[src/rtl/tmr_pkg.sv]
package tmr_pkg;
  localparam logic [1:0] OP_FREE = 2'd0;
  localparam logic [1:0] OP_CTC  = 2'd1;
  localparam logic [1:0] OP_PWM  = 2'd2;

  localparam logic [1:0] CH_OFF = 2'd0;
  localparam logic [1:0] CH_TGL = 2'd1;
  localparam logic [1:0] CH_LO  = 2'd2;
  localparam logic [1:0] CH_HI  = 2'd3;

  // fixed period limits: 8, 9 or 10 bits of ones
  function automatic logic [31:0] fixed_top(input logic [1:0] sel);
    return (32'd256 << sel) - 32'd1;
  endfunction

  function automatic logic drives_pins(input logic [1:0] op);
    return (op == OP_CTC) || (op == OP_PWM);
  endfunction

  // next internal output state of one channel
  function automatic logic next_wave(input logic [1:0] op, input logic [1:0] cm,
                                     input logic hit, input logic at_top,
                                     input logic cur);
    logic r;
    r = cur;
    if (op == OP_PWM && at_top && cm == CH_LO)      r = 1'b1;
    else if (op == OP_PWM && at_top && cm == CH_HI) r = 1'b0;
    else if (drives_pins(op) && hit) begin
      case (cm)
        CH_TGL:  r = ~cur;
        CH_LO:   r = 1'b0;
        CH_HI:   r = 1'b1;
        default: r = cur;
      endcase
    end
    return r;
  endfunction
endpackage

[src/rtl/tmr_count.sv]
module tmr_count #(
  parameter int W = 16
) (
  input  logic         clk,
  input  logic         rst_n,
  input  logic         step,
  input  logic         load,
  input  logic [W-1:0] load_val,
  input  logic         restart,
  output logic [W-1:0] count
);
  always_ff @(posedge clk) begin
    if (!rst_n)       count <= '0;
    else if (load)    count <= load_val;
    else if (step)    count <= restart ? '0 : count + 1'b1;
  end
endmodule

[src/rtl/tmr_chan.sv]
module tmr_chan #(
  parameter int W = 16
) (
  input  logic         clk,
  input  logic         rst_n,
  input  logic         step,
  input  logic [W-1:0] count,
  input  logic         wr,
  input  logic [W-1:0] wdata,
  input  logic [1:0]   cm,
  input  logic [1:0]   op,
  input  logic         top_ev,
  input  logic         clr,
  output logic [W-1:0] cmp_q,
  output logic         match_ev,
  output logic         flag,
  output logic         wave
);
  import tmr_pkg::*;

  logic wave_q;

  assign match_ev = step && (count == cmp_q);

  always_ff @(posedge clk) begin
    if (!rst_n) begin
      cmp_q  <= '0;
      flag   <= 1'b0;
      wave_q <= 1'b0;
    end else begin
      if (wr) cmp_q <= wdata;
      if (match_ev)  flag <= 1'b1;
      else if (clr)  flag <= 1'b0;
      wave_q <= next_wave(op, cm, match_ev, top_ev, wave_q);
    end
  end

  assign wave = (cm != CH_OFF) && drives_pins(op) && wave_q;
endmodule

[src/rtl/cmp_timer.sv]
module cmp_timer #(
  parameter int W   = 16,
  parameter int NCH = 3
) (
  input  logic           clk,
  input  logic           rst_n,
  input  logic           tick,
  input  logic           cnt_we,
  input  logic [W-1:0]   cnt_wdata,
  input  logic [NCH-1:0] cmp_we,
  input  logic [W-1:0]   cmp_wdata,
  input  logic           cap_we,
  input  logic [W-1:0]   cap_wdata,
  input  logic [1:0]     op_mode,
  input  logic [2:0]     top_sel,
  input  logic [2*NCH-1:0] chan_mode,
  input  logic           ovf_at_top,
  input  logic [NCH:0]   flag_clr,
  output logic [W-1:0]   count,
  output logic [NCH-1:0] wave_out,
  output logic [NCH-1:0] match_flag,
  output logic           ovf_flag
);
  import tmr_pkg::*;

  localparam logic [W-1:0] ALL_ONES = {W{1'b1}};

  logic [W-1:0]   cap_q;
  logic [W-1:0]   top_val;
  logic [W-1:0]   cmp_arr [NCH];
  logic [NCH-1:0] match_ev;
  logic           step;
  logic           restart;
  logic           ovf_ev;

  always_ff @(posedge clk) begin
    if (!rst_n)      cap_q <= '0;
    else if (cap_we) cap_q <= cap_wdata;
  end

  always_comb begin
    case (op_mode)
      OP_CTC:  top_val = (top_sel == 3'd3) ? cap_q : cmp_arr[0];
      OP_PWM: begin
        case (top_sel)
          3'd0, 3'd1, 3'd2: top_val = W'(fixed_top(top_sel[1:0]));
          3'd3:             top_val = cap_q;
          default:          top_val = cmp_arr[0];
        endcase
      end
      default: top_val = ALL_ONES;
    endcase
  end

  assign step    = tick && !cnt_we;
  assign restart = step && drives_pins(op_mode) && (count == top_val);
  assign ovf_ev  = step && ((count == ALL_ONES) || (ovf_at_top && restart));

  tmr_count #(.W(W)) u_cnt (
    .clk      (clk),
    .rst_n    (rst_n),
    .step     (step),
    .load     (cnt_we),
    .load_val (cnt_wdata),
    .restart  (restart),
    .count    (count)
  );

  for (genvar g = 0; g < NCH; g++) begin : g_ch
    tmr_chan #(.W(W)) u_ch (
      .clk      (clk),
      .rst_n    (rst_n),
      .step     (step),
      .count    (count),
      .wr       (cmp_we[g]),
      .wdata    (cmp_wdata),
      .cm       (chan_mode[2*g +: 2]),
      .op       (op_mode),
      .top_ev   (restart),
      .clr      (flag_clr[g]),
      .cmp_q    (cmp_arr[g]),
      .match_ev (match_ev[g]),
      .flag     (match_flag[g]),
      .wave     (wave_out[g])
    );
  end

  always_ff @(posedge clk) begin
    if (!rst_n)             ovf_flag <= 1'b0;
    else if (ovf_ev)        ovf_flag <= 1'b1;
    else if (flag_clr[NCH]) ovf_flag <= 1'b0;
  end
endmodule

[config.mk]
export PLATFORM = sky130hd
export DESIGN_NAME = cmp_timer
export DESIGN_NICKNAME = d
export VERILOG_FILES = /design/src/rtl/tmr_pkg.sv /design/src/rtl/tmr_count.sv /design/src/rtl/tmr_chan.sv /design/src/rtl/cmp_timer.sv
export SDC_FILE = /design/constraint.sdc
export NUM_CORES = 1
export LEC_CHECK = 0
export ABC_AREA = 1
export BUFFER_PORTS_ARGS = -buffer_cell sky130_fd_sc_hd__buf_2
export CAP_MARGIN = 20
export CORE_UTILIZATION = 50
export DETAILED_ROUTE_END_ITERATION = 10
export PLACE_DENSITY = 0.72
export SYNTH_ARGS = -nofsm -noshare
export SYNTH_HDL_FRONTEND = slang
export SYNTH_SLANG_ARGS = --single-unit
[constraint.sdc]
create_clock -name clk -period 5.3 [get_ports clk]
set_input_delay 1.325 -clock clk [delete_from_list [all_inputs] [get_ports clk]]
set_output_delay 1.325 -clock clk [all_outputs]
set_load 0.02 [all_outputs]
==> results of run 1 <==
-- cell type report --
class,instances,area [sq um]
multi-input cells,674,3290
fillers,1132,4530
clock buffers,11,243
repair buffers,97,493
inverters,100,378
well taps,140,175
flip-flops and latches,87,1740
clock inverters,5,86.3
-- cell usage in the layout (no fill, tap or decap), types with 5 or more instances in the layout --
| master | Yosys | routed |
|---|---|---|
| buf_2 | 4 | 94 |
| nor4_1 | 8 | 8 |
| nand3b_1 | 5 | 5 |
| a22oi_1 | 16 | 16 |
| nand2_1 | 191 | 191 |
| nor3_1 | 19 | 19 |
| o21ai_1 | 5 | 5 |
| inv_1 | 95 | 95 |
| nand3_2 | 6 | 6 |
| nand4_1 | 27 | 27 |
| ha_1 | 5 | 5 |
| xor2_1 | 14 | 14 |
| a21oi_1 | 69 | 69 |
| nor2_1 | 138 | 138 |
| clkbuf_16 | 0 | 9 |
| o21ai_0 | 77 | 77 |
| nand3_1 | 57 | 57 |
| or2_2 | 6 | 6 |
| dfxtp_1 | 87 | 87 |
-- flip-flops by register name, summed over array words and instances (netlist names) --
| register | count |
|---|---|
| u_cnt.count | 16 |
| g_ch.u_ch.flag | 3 |
| g_ch.u_ch.cmp_q | 48 |
| ovf_flag | 1 |
| g_ch.u_ch.wave_q | 3 |
| cap_q | 16 |
-- cell usage after synthesis --
cell type  count  area, sq um
nand4_1       27          169
xor2_1        14          123
or2_2          6         37.5
o21ai_0       77          385
nor4_1         8         50.1
nand3b_1       5         37.5
a21oi_1       69          345
nor4b_1        2         17.5
clkinv_1       2         7.51
ha_1           5         62.6
o21ai_1        5         25.0
buf_2          4         20.0
o2111ai_1      3         26.3
nand3_4        1         17.5
nand2_1      191          717
xnor2_1        3         26.3
dfxtp_1       87         1740
nor2_4         1         11.3
nand2_4        1         11.3
nor2_8         1         20.0
nor2_2         4         25.0
nand3_1       57          285
clkbuf_1      34          128
nand3_2        6         60.1
o21a_1         2         15.0
clkbuf_2       1         5.00
nor3_1        19         95.1
a2111oi_0      1         8.76
o22ai_1        4         25.0
buf_4          7         52.6
inv_2          2         7.51
nor3b_1        3         22.5
nor2_1       138          518
a22oi_1       16          120
a211oi_1       2         15.0
nand2_2        3         18.8
inv_1         95          357
buf_6          3         33.8
inv_4          1         6.26
-- metrics by stage --
step	hold WS [ns]	std cells	worst slack [ns]	cell area (sq um)
5_1_grt	0.493	1114	1.48	6410
3_5_place_dp	0.455	1098	1.62	6080
2_1_floorplan	0.434	910	1.74	5650
3_3_place_gp	0.451	1098	1.62	6080
4_1_cts	0.464	1114	1.61	6410
6_report	0.460	1114	1.56	6410
-- kinds of logic (layout without fill, tap and decap cells) --
group | after synthesis | after routing
flip-flops | 87 | 87
AO/OA/AOI/OAI | 179 | 179
adder cells (fa/ha/maj) | 5 | 5
XOR/XNOR | 17 | 17
buffers and inverters | 149 | 213
AND/OR/NAND/NOR | 473 | 473
-- power groups by stage --
| stage | registers [mW] | clock network [mW] | logic, mW |
|---|---|---|---|
| 3_5_place_dp | 0.760 | 0 | 0.351 |
| 6_report | 0.748 | 0.720 | 0.358 |
| 2_1_floorplan | 0.739 | 0 | 0.253 |
| 4_1_cts | 0.745 | 0.726 | 0.354 |
| 5_1_grt | 0.751 | 0.748 | 0.407 |
| 3_3_place_gp | 0.760 | 0 | 0.350 |
-- tightest hold or removal path: stages (launching register included) --
cell     delay (ns)
dfxtp_1        0.31
nand2_1        0.06
a21oi_1        0.05
-- layer usage --
layer / track usage [%] / share of wire [%]
met5: 0 / 0
met4: 15.3 / 4.0
met3: 7.29 / 9.4
met2: 52.5 / 44
met1: 44.0 / 43
-- worst max path at each step --
stage / endpoint / cells past startpoint / slack, ns / start
final: wave_out[1] / 5 / 1.56 / op_mode[0]
after global routing: wave_out[1] / 5 / 1.48 / op_mode[0]
after CTS: wave_out[1] / 5 / 1.61 / op_mode[0]
after detailed placement: wave_out[1] / 5 / 1.62 / op_mode[0]
after global placement: wave_out[2] / 5 / 1.62 / op_mode[0]
after floorplan: wave_out[0] / 5 / 1.74 / op_mode[0]
==> run_results.csv, run 1 <==
group,metric,value,unit
outcome,outcome,"finished, final reports clean",
die,die_h,108,microns
setup_path,cp_max_fo,9,
cts,htreeDepth,3,
timing,relSlewSlack,26.8,%
final_layout,layout.nets,1046,
logic_synthesis,synthCells,910,
timing,final.setup.tns,0,ns
logic_synthesis,post_synth_instance_area,0.00565,sq mm
power_and_ir_drop,net-switching-power,0.574,mW
worst_hold_path,hold_depth,2,
setup_path,rr_worst_depth,12,
timing,rsz0062_at_grt,"no",
placed_design,port_buffers,94,
logic_synthesis,synth-xor-area-share,2.64,%
detailed_routing,drcViolationCount,0,
cts,post-cts-setup-buffers,0,
placed_design,gp_congestion,0.970,
setup_path,slowest_delay,0.42,ns
setup_path,crit_slowest_cell,"ha_1",
logic_synthesis,synthSimpleGateAreaFrac,37.4,%
grt,grt_use_total,33.5,%
setup_path,arrival,2.41,ns
die,die_x,108,microns
cts,cts_tree,"yes",
grt,first_global_vias,5724,
power_and_ir_drop,p_total,1.83,mW
logic_synthesis,synth_top_family_by_area,"simple AND/OR/NAND/NOR gates",
cts,cts-root-buf,"clkbuf_16",
setup_path,timing.rr.start,"u_cnt.count[4]$_SDFFE_PN0P_",
detailed_routing,drtIter0Drc,521,
logic_synthesis,syn_nets,987,
setup_path,reg2reg_slack,2.73,ns
die,initial_core_util,51.7,%
cts,clk_latency,0.36,ns
detailed_routing,detail-route-antenna-nets,0,
cts,cts-resized-gates,0,
logic_synthesis,yosysUniqueCellTypes,39,
detailed_routing,drt-wirelength-per-cell,16.7,microns
die,io_pins,95,
setup_path,endpoint_kind,"output pin",
final_layout,fin_util,58.6,%
final_layout,layout-drive-gt1-share,14.2,%
timing,skew,0.00574,ns
timing,worst_pin_slew,1.09,ns
setup_path,required,3.97,ns
setup_path,rr_endpoint,"ovf_flag$_SDFFE_PN0P_",
worst_hold_path,hp-class,"register to register",
detailed_routing,drt_pass1_iterations,6,
worst_hold_path,min_from,"ovf_flag$_SDFFE_PN0P_",
grt,gr-total-overflow,0,
power_and_ir_drop,powerDensity,285,mW/mm^2
power_and_ir_drop,swShare,31.4,%
detailed_routing,routed_wl,18700,microns
logic_synthesis,avgSynthCellArea,6.21,sq um
timing,timing_hold_violations_final,0,
cts,clockBufferDepth,2,
logic_synthesis,synthMuxAreaShare,0,%
logic_synthesis,synthAdderAreaFrac,1.11,%
setup_path,crit_chain,"buf_2 -> inv_1 -> ha_1 -> nor3_1 -> buf_2",
logic_synthesis,synth_compound_area_share,17.1,%
worst_hold_path,holdPathEnd,"ovf_flag$_SDFFE_PN0P_",
timing,max_freq,268,MHz
power_and_ir_drop,seqPwrFrac,41.0,%
logic_synthesis,synth-seq-cells,87,
power_and_ir_drop,p_clk_share,39.4,%
final_layout,antennaDiodeCount,0,
detailed_routing,vias,6276,
cts,cts_sinks,87,
grt,grt_max_degree,55,
power_and_ir_drop,internal-power,1.25,mW
die,die_area,0.0117,sq mm
grt,antenna_found_initial,0,
cts,hold_buffers,0,
placed_design,hpwl,13800,microns
timing,period_share,70.5,%
die,rows,38,
timing,setup_viol_count_final,0,
setup_path,critPathLaunchType,"input port",
setup_path,critPathKind,"input port to output pin",
setup_path,crit_top_cell,"buf_2",
grt,grt_first_pass_wirelength,29300,microns
power_and_ir_drop,p_leak,3.05,nW
cts,cts_buffers,9,
flow_run,cap_violations,0,
power_and_ir_drop,ir_worst_vdd,293,uV
power_and_ir_drop,combPwrFrac,19.6,%
logic_synthesis,yosys_warnings,0,
detailed_routing,viasPerCell,5.63,
setup_path,cp_num_buf_inv,3,
cts,clk_pin_slew,0.06,ns
setup_path,path_delay_family,"adder cells",
logic_synthesis,ys_seq_area_share,30.8,%
final_layout,area_delta_synth_final,13.4,%
timing,finalMaxSlewViolations,0,
die,coreArea,0.0109,sq mm
timing,min_period,3.74,ns
Power figures use the tool's default switching activity.
==> run 2, diff against run 1 <==
Settings changed: PLACE_DENSITY 0.72 to 0.75.
Clock period 5.3 ns to 3.2 ns, I/O delays scaled along.
==> run 2 against run 1 <==
Against the previous run: sequential power rose by 64%; power up 56%; critical path type unchanged; sequential share of layout area fell by 0.21 points; hold slack worse by 0.0017 ns; sequential cell count is the same; wire length shrank 1.6%; global-route usage decreased by 1.1 points; first-iteration DRC count is 19% higher; worst setup slack got worse by 1.1 ns.
==> run_results.csv, run 2 (synthesis gave the netlist of run 1 again) <==
group,metric,value,unit
outcome,outcome,"finished, final reports clean",
placed_design,port_buffers,94,
detailed_routing,routed_wl,18400,microns
setup_path,cp_max_fo,17,
power_and_ir_drop,ir_worst_vdd,320,uV
final_layout,reg_top3,"g_ch.u_ch.cmp_q: 48 flops, cap_q: 16 flops, u_cnt.count: 16 flops",
final_layout,fillers,1098,
timing,finalMaxSlewViolations,0,
worst_hold_path,hp-class,"register to register",
cts,clk_pin_slew,0.07,ns
die,rows,38,
detailed_routing,viasPerCell,5.57,
power_and_ir_drop,powerDensity,441,mW/mm^2
timing,setup_viol_count_final,0,
final_layout,layout-drive-gt1-share,15.3,%
die,initial_core_util,51.7,%
grt,first_global_vias,5560,
placed_design,gp_congestion,0.976,
setup_path,crit_slowest_cell,"ha_1",
detailed_routing,drt_pass1_iterations,7,
setup_path,path_delay_family,"buffers and inverters",
grt,grt_first_pass_wirelength,28800,microns
detailed_routing,detail-route-antenna-nets,0,
detailed_routing,vias,6286,
timing,final.setup.tns,0,ns
detailed_routing,drt-wirelength-per-cell,16.3,microns
die,die_area,0.0117,sq mm
power_and_ir_drop,p_leak,3.09,nW
cts,hold_buffers,0,
grt,gr-total-overflow,0,
placed_design,hpwl,13800,microns
cts,cts_tree,"yes",
setup_path,critPathLaunchType,"input port",
cts,cts_buffers,9,
die,coreArea,0.0109,sq mm
die,die_h,108,microns
detailed_routing,drcViolationCount,0,
placed_design,placedCellCount,1112,
timing,period_share,86.2,%
die,die_x,108,microns
final_layout,area_delta_synth_final,14.3,%
timing,worst_pin_slew,0.661,ns
grt,antenna_found_initial,0,
cts,clk_latency,0.34,ns
setup_path,cp_num_buf_inv,4,
setup_path,slowest_delay,0.39,ns
setup_path,endpoint_kind,"output pin",
flow_run,cap_violations,0,
timing,rsz0062_at_grt,"no",
setup_path,arrival,1.96,ns
setup_path,critPathKind,"input port to output pin",
detailed_routing,drtIter0Drc,618,
timing,skew,0.00729,ns
final_layout,layout.nets,1060,
timing,timing_hold_violations_final,0,
cts,cts_sinks,87,
setup_path,crit_chain,"buf_2 -> inv_1 -> ha_1 -> buf_4 -> nor3_1 -> buf_2",
setup_path,required,2.40,ns
final_layout,largest_register,"g_ch.u_ch.cmp_q",
cts,cts-root-buf,"clkbuf_16",
final_layout,final_common_cell,"nand2_1",
cts,clockBufferDepth,2,
final_layout,antennaDiodeCount,0,
die,io_pins,95,
cts,htreeDepth,3,
final_layout,layout_common_cells,"191 x nand2_1, 138 x nor2_1, 95 x inv_1, 94 x buf_2, 87 x dfxtp_1",
timing,max_freq,362,MHz
final_layout,largest_reg_flops,48,
final_layout,finalNonFillerCells,1128,
power_and_ir_drop,p_total,2.85,mW
grt,grt_use_total,32.4,%
cts,cts-resized-gates,0,
timing,min_period,2.76,ns
grt,grt_max_degree,35,
final_layout,regArea,0.00174,sq mm
timing,relSlewSlack,55.9,%
setup_path,crit_top_cell,"buf_2",
final_layout,multi_input_area,0.00329,sq mm
cts,post-cts-setup-buffers,0,
==> run 2: final cells by class <==
| cell class | count | share of cell area, % |
|---|---|---|
| multi-input combinational | 674 | 51.0 |
| sequential | 87 | 27.0 |
| timing repair buffer | 111 | 9.26 |
| inverter | 100 | 5.85 |
| clock buffer | 11 | 3.60 |
| tap | 140 | 2.71 |
| clock inverter | 5 | 0.639 |
==> run 2: routing by layer <==
| metal | part of all wire [%] | wire length (microns) | global-route usage [%] | vias to the layer above |
|---|---|---|---|---|
| li1 | - | - | - | 3144 |
| met1 | 44 | 8080 | 45.0 | 2786 |
| met2 | 41 | 7570 | 48.1 | 301 |
| met3 | 11 | 1930 | 6.39 | 55 |
| met4 | 4.2 | 775 | 15.1 | 0 |
| met5 | 0 | 0 | 0 | - |
==> run 2: power by group <==
group	internal, mW	switching, mW	total, mW
Sequential	1.15	0.0765	1.23
Clock	0.538	0.468	1.01
Combinational	0.220	0.397	0.617
==> run 2: path summary, 6_finish.rpt <==
check / start / end / slack [ns] / cells past startpoint
hold reg to reg: cap_q[9]$_SDFFE_PN0P_ / cap_q[9]$_SDFFE_PN0P_ / 0.46 / 2
setup / recovery: op_mode[0] / wave_out[2] / 0.44 / 6
setup reg to reg: u_cnt.count[0]$_SDFFE_PN0P_ / u_cnt.count[13]$_SDFFE_PN0P_ / 0.71 / 13
hold / removal: cap_q[9]$_SDFFE_PN0P_ / cap_q[9]$_SDFFE_PN0P_ / 0.46 / 2
==> run 2: worst reg2reg max path, cell delays in order (launching register included) <==
cell and delay (ns):
dfxtp_1 0.54, inv_1 0.25, nor3_1 0.24, nand2_1 0.14
nor2_1 0.14, nand3_1 0.10, nor2_1 0.19, nand3_1 0.15
nor2_2 0.19, nand3_1 0.11, nand2_1 0.08, inv_1 0.04
o21ai_1 0.10, a21oi_1 0.07
==> run 2: stage by stage <==
step | instance area (sq um) | setup slack (ns) | utilization [%] | hold WS (ns)
finish | 6460 | 0.441 | 59.1 | 0.459
global route | 6460 | 0.216 | 59.1 | 0.476
CTS | 6460 | 0.455 | 59.1 | 0.462
detailed placement | 6180 | 0.177 | 56.5 | 0.452
global placement | 6180 | 0.225 | 56.5 | 0.446
floorplan | 5650 | 0.513 | - | 0.434
==> run 3, diff against run 2 <==
Settings changed: REMOVE_ABC_BUFFERS from default to 1, SYNTH_HIERARCHICAL from default to 1.
==> run 3 against run 2 <==
Against the previous run: sequential cell count unchanged; wire length is 7.9% lower; largest power group unchanged; cell count rose by 4.9%; hold slack improved by 0.012 ns; largest cell class unchanged.
==> run_results.csv, run 3 <==
group,metric,value,unit
outcome,outcome,"finished, final reports clean",
timing,skew,0.00567,ns
cts,htreeDepth,3,
final_layout,final_common_cell,"nand2_1",
logic_synthesis,synthTopCellsByArea,"dfxtp_1 31%, nand2_1 17%, inv_1 8.6%",
setup_path,endpoint_kind,"register",
die,coreArea,0.0110,sq mm
final_layout,finalNonFillerCells,1183,
timing,rsz0062_at_grt,"no",
logic_synthesis,synth_enable_flop_cells,0,
final_layout,multi_input_area,0.00332,sq mm
setup_path,cp_max_fo,11,
worst_hold_path,min_from,"cap_q[3]$_SDFFE_PN0P_",
logic_synthesis,synth_top_area_share,30.5,%
final_layout,largest_reg_flops,48,
setup_path,critPathLaunchType,"input port",
die,io_pins,95,
setup_path,required,3.42,ns
setup_path,arrival,3.03,ns
grt,grt_use_total,29.7,%
grt,met1_usage,37.2,%
timing,min_period,2.81,ns
cts,post-cts-setup-buffers,0,
grt,met3_usage,6.99,%
die,rows,38,
grt,grt_first_pass_wirelength,26700,microns
logic_synthesis,synthCells,937,
cts,cts-root-buf,"clkbuf_16",
power_and_ir_drop,powerDensity,423,mW/mm^2
detailed_routing,drtIter0Drc,528,
final_layout,regArea,0.00174,sq mm
final_layout,fillers,1105,
detailed_routing,routed_wl,16900,microns
worst_hold_path,hp-class,"register to register",
timing,worst_pin_slew,0.802,ns
power_and_ir_drop,ir_worst_vdd,416,uV
timing,timing_hold_violations_final,0,
detailed_routing,drcViolationCount,0,
final_layout,layout_common_cells,"260 x nand2_1, 131 x inv_1, 115 x nor2_1, 94 x buf_2, 87 x dfxtp_1",
placed_design,placed_area,0.00639,sq mm
die,initial_core_util,51.9,%
placed_design,hpwl,12500,microns
cts,cts_buffers,9,
cts,hold_buffers,0,
logic_synthesis,yosysUniqueCellTypes,42,
setup_path,timing.critical_path.from,"op_mode[0]",
cts,clockBufferDepth,2,
final_layout,area_delta_synth_final,17.0,%
logic_synthesis,yosys_warnings,6,
detailed_routing,vias,6262,
cts,cts_tree,"yes",
logic_synthesis,yosys-top-cells-count,"260 x nand2_1, 131 x inv_1, 115 x nor2_1, 87 x dfxtp_1, 74 x o21ai_0",
detailed_routing,drt-wirelength-per-cell,14.3,microns
detailed_routing,viasPerCell,5.29,
logic_synthesis,synth_top_flop_cell,"dfxtp_1",
cts,cts-resized-gates,0,
placed_design,pre_cts_ws,0.0787,ns
grt,grt_busiest_layer,"met2",
logic_synthesis,synth-seq-cells,87,
die,die_area,0.0118,sq mm
final_layout,antennaDiodeCount,0,
timing,relSlewSlack,46.4,%
setup_path,critPathKind,"input port to register",
logic_synthesis,yosys.area.top_type,"dfxtp_1",
cts,clk_latency,0.35,ns
final_layout,largest_register,"g_ch.u_ch/cmp_q",
power_and_ir_drop,p_leak,3.23,nW
die,die_x,109,microns
placed_design,gp_congestion,0.950,
timing,final.setup.tns,0,ns
timing,finalMaxSlewViolations,0,
die,die_h,109,microns
timing,setup_viol_count_final,0,
placed_design,placedCellCount,1167,
logic_synthesis,ys_seq_area_share,30.5,%
final_layout,final_area,0.00667,sq mm
detailed_routing,detail-route-antenna-nets,0,
detailed_routing,drt_pass1_iterations,5,
logic_synthesis,async_reset_ff_share,0,%
final_layout,reg_top3,"g_ch.u_ch/cmp_q: 48 flops, cap_q: 16 flops, u_cnt/count: 16 flops",
cts,cts_sinks,87,
setup_path,timing.rr.start,"u_cnt/count[4]$_SDFFE_PN0P_",
timing,period_share,87.7,%
grt,first_global_vias,5542,
placed_design,port_buffers,94,
logic_synthesis,avgSynthCellArea,6.09,sq um
grt,grtUsageMet2,48.7,%
grt,gr-total-overflow,0,
power_and_ir_drop,p_total,2.82,mW
timing,max_freq,356,MHz
final_layout,layout-drive-gt1-share,16.1,%
grt,grt_max_degree,32,
flow_run,cap_violations,0,
logic_synthesis,post_synth_instance_area,0.00570,sq mm
logic_synthesis,synth_most_common_cell,"nand2_1",
grt,antenna_found_initial,0,
final_layout,fin_util,60.8,%
timing,hold_ws,0.470,ns
cts,clk_pin_slew,0.06,ns
final_layout,layout.nets,1118,
timing,finalWorstSetupSlack,0.393,ns
run 3: cell types whose count changed in the layout (fill, tap and decap cells not counted), moves of 7 or more:
cell	before	now
nand4_1	27	17
xor2_1	14	3
nand2_1	191	260
nand2_2	3	10
nor2_1	138	115
a22oi_1	16	7
nand3_1	57	49
inv_1	95	131
nor3_1	19	5
run 3: layout make-up:
cell class / count / area share [%]
clock buffer: 12 / 3.69
clock inverter: 4 / 0.469
inverter: 138 / 7.80
multi-input combinational: 689 / 49.7
sequential: 87 / 26.1
tap: 140 / 2.63
timing repair buffer: 113 / 9.56
run 3: cell families after synthesis:
logic type               Yosys count  share of synthesized area [%]
AO/OA/AOI/OAI                    179                           17.3
XOR/XNOR                           6                          0.922
adder cells (fa/ha/maj)            8                           1.76
buffers and inverters            161                           11.2
flip-flops                        87                           30.5
AND/OR/NAND/NOR                  496                           38.3
run 3: final timing paths:
kind,slack (ns),depth (start not counted),endpoint
setup / recovery,0.39,17,u_cnt/count[0]$_SDFFE_PN0P_
hold / removal,0.47,2,cap_q[3]$_SDFFE_PN0P_
hold reg to reg,0.47,2,cap_q[3]$_SDFFE_PN0P_
setup reg to reg,0.90,11,u_cnt/count[0]$_SDFFE_PN0P_
run 3: critical path, stage by stage:
cell and delay, ns:
buf_2 0.09, inv_1 0.04, ha_1 0.33, buf_12 0.16, nor2_4 0.19, nand2_1 0.10
nand3b_1 0.09, nand2_1 0.05, nor2_1 0.09, nand2_1 0.07, nor2_1 0.13, and3_1 0.24
inv_1 0.05, nand2_1 0.15, nor2_4 0.09, a221oi_1 0.27, nor2_1 0.07
run 3: power breakdown:
| part | internal, mW | switching (mW) | total [mW] |
|---|---|---|---|
| sequential | 1.15 | 0.0715 | 1.22 |
| combinational | 0.225 | 0.373 | 0.598 |
| clock | 0.549 | 0.450 | 0.999 |
| total | 1.93 | 0.894 | 2.82 |
run 3: per-layer routing:
metal,share of wire (%),wire [microns]
met1,44,7460
met3,7.7,1300
met4,3.6,608
met2,45,7540
met5,0,0
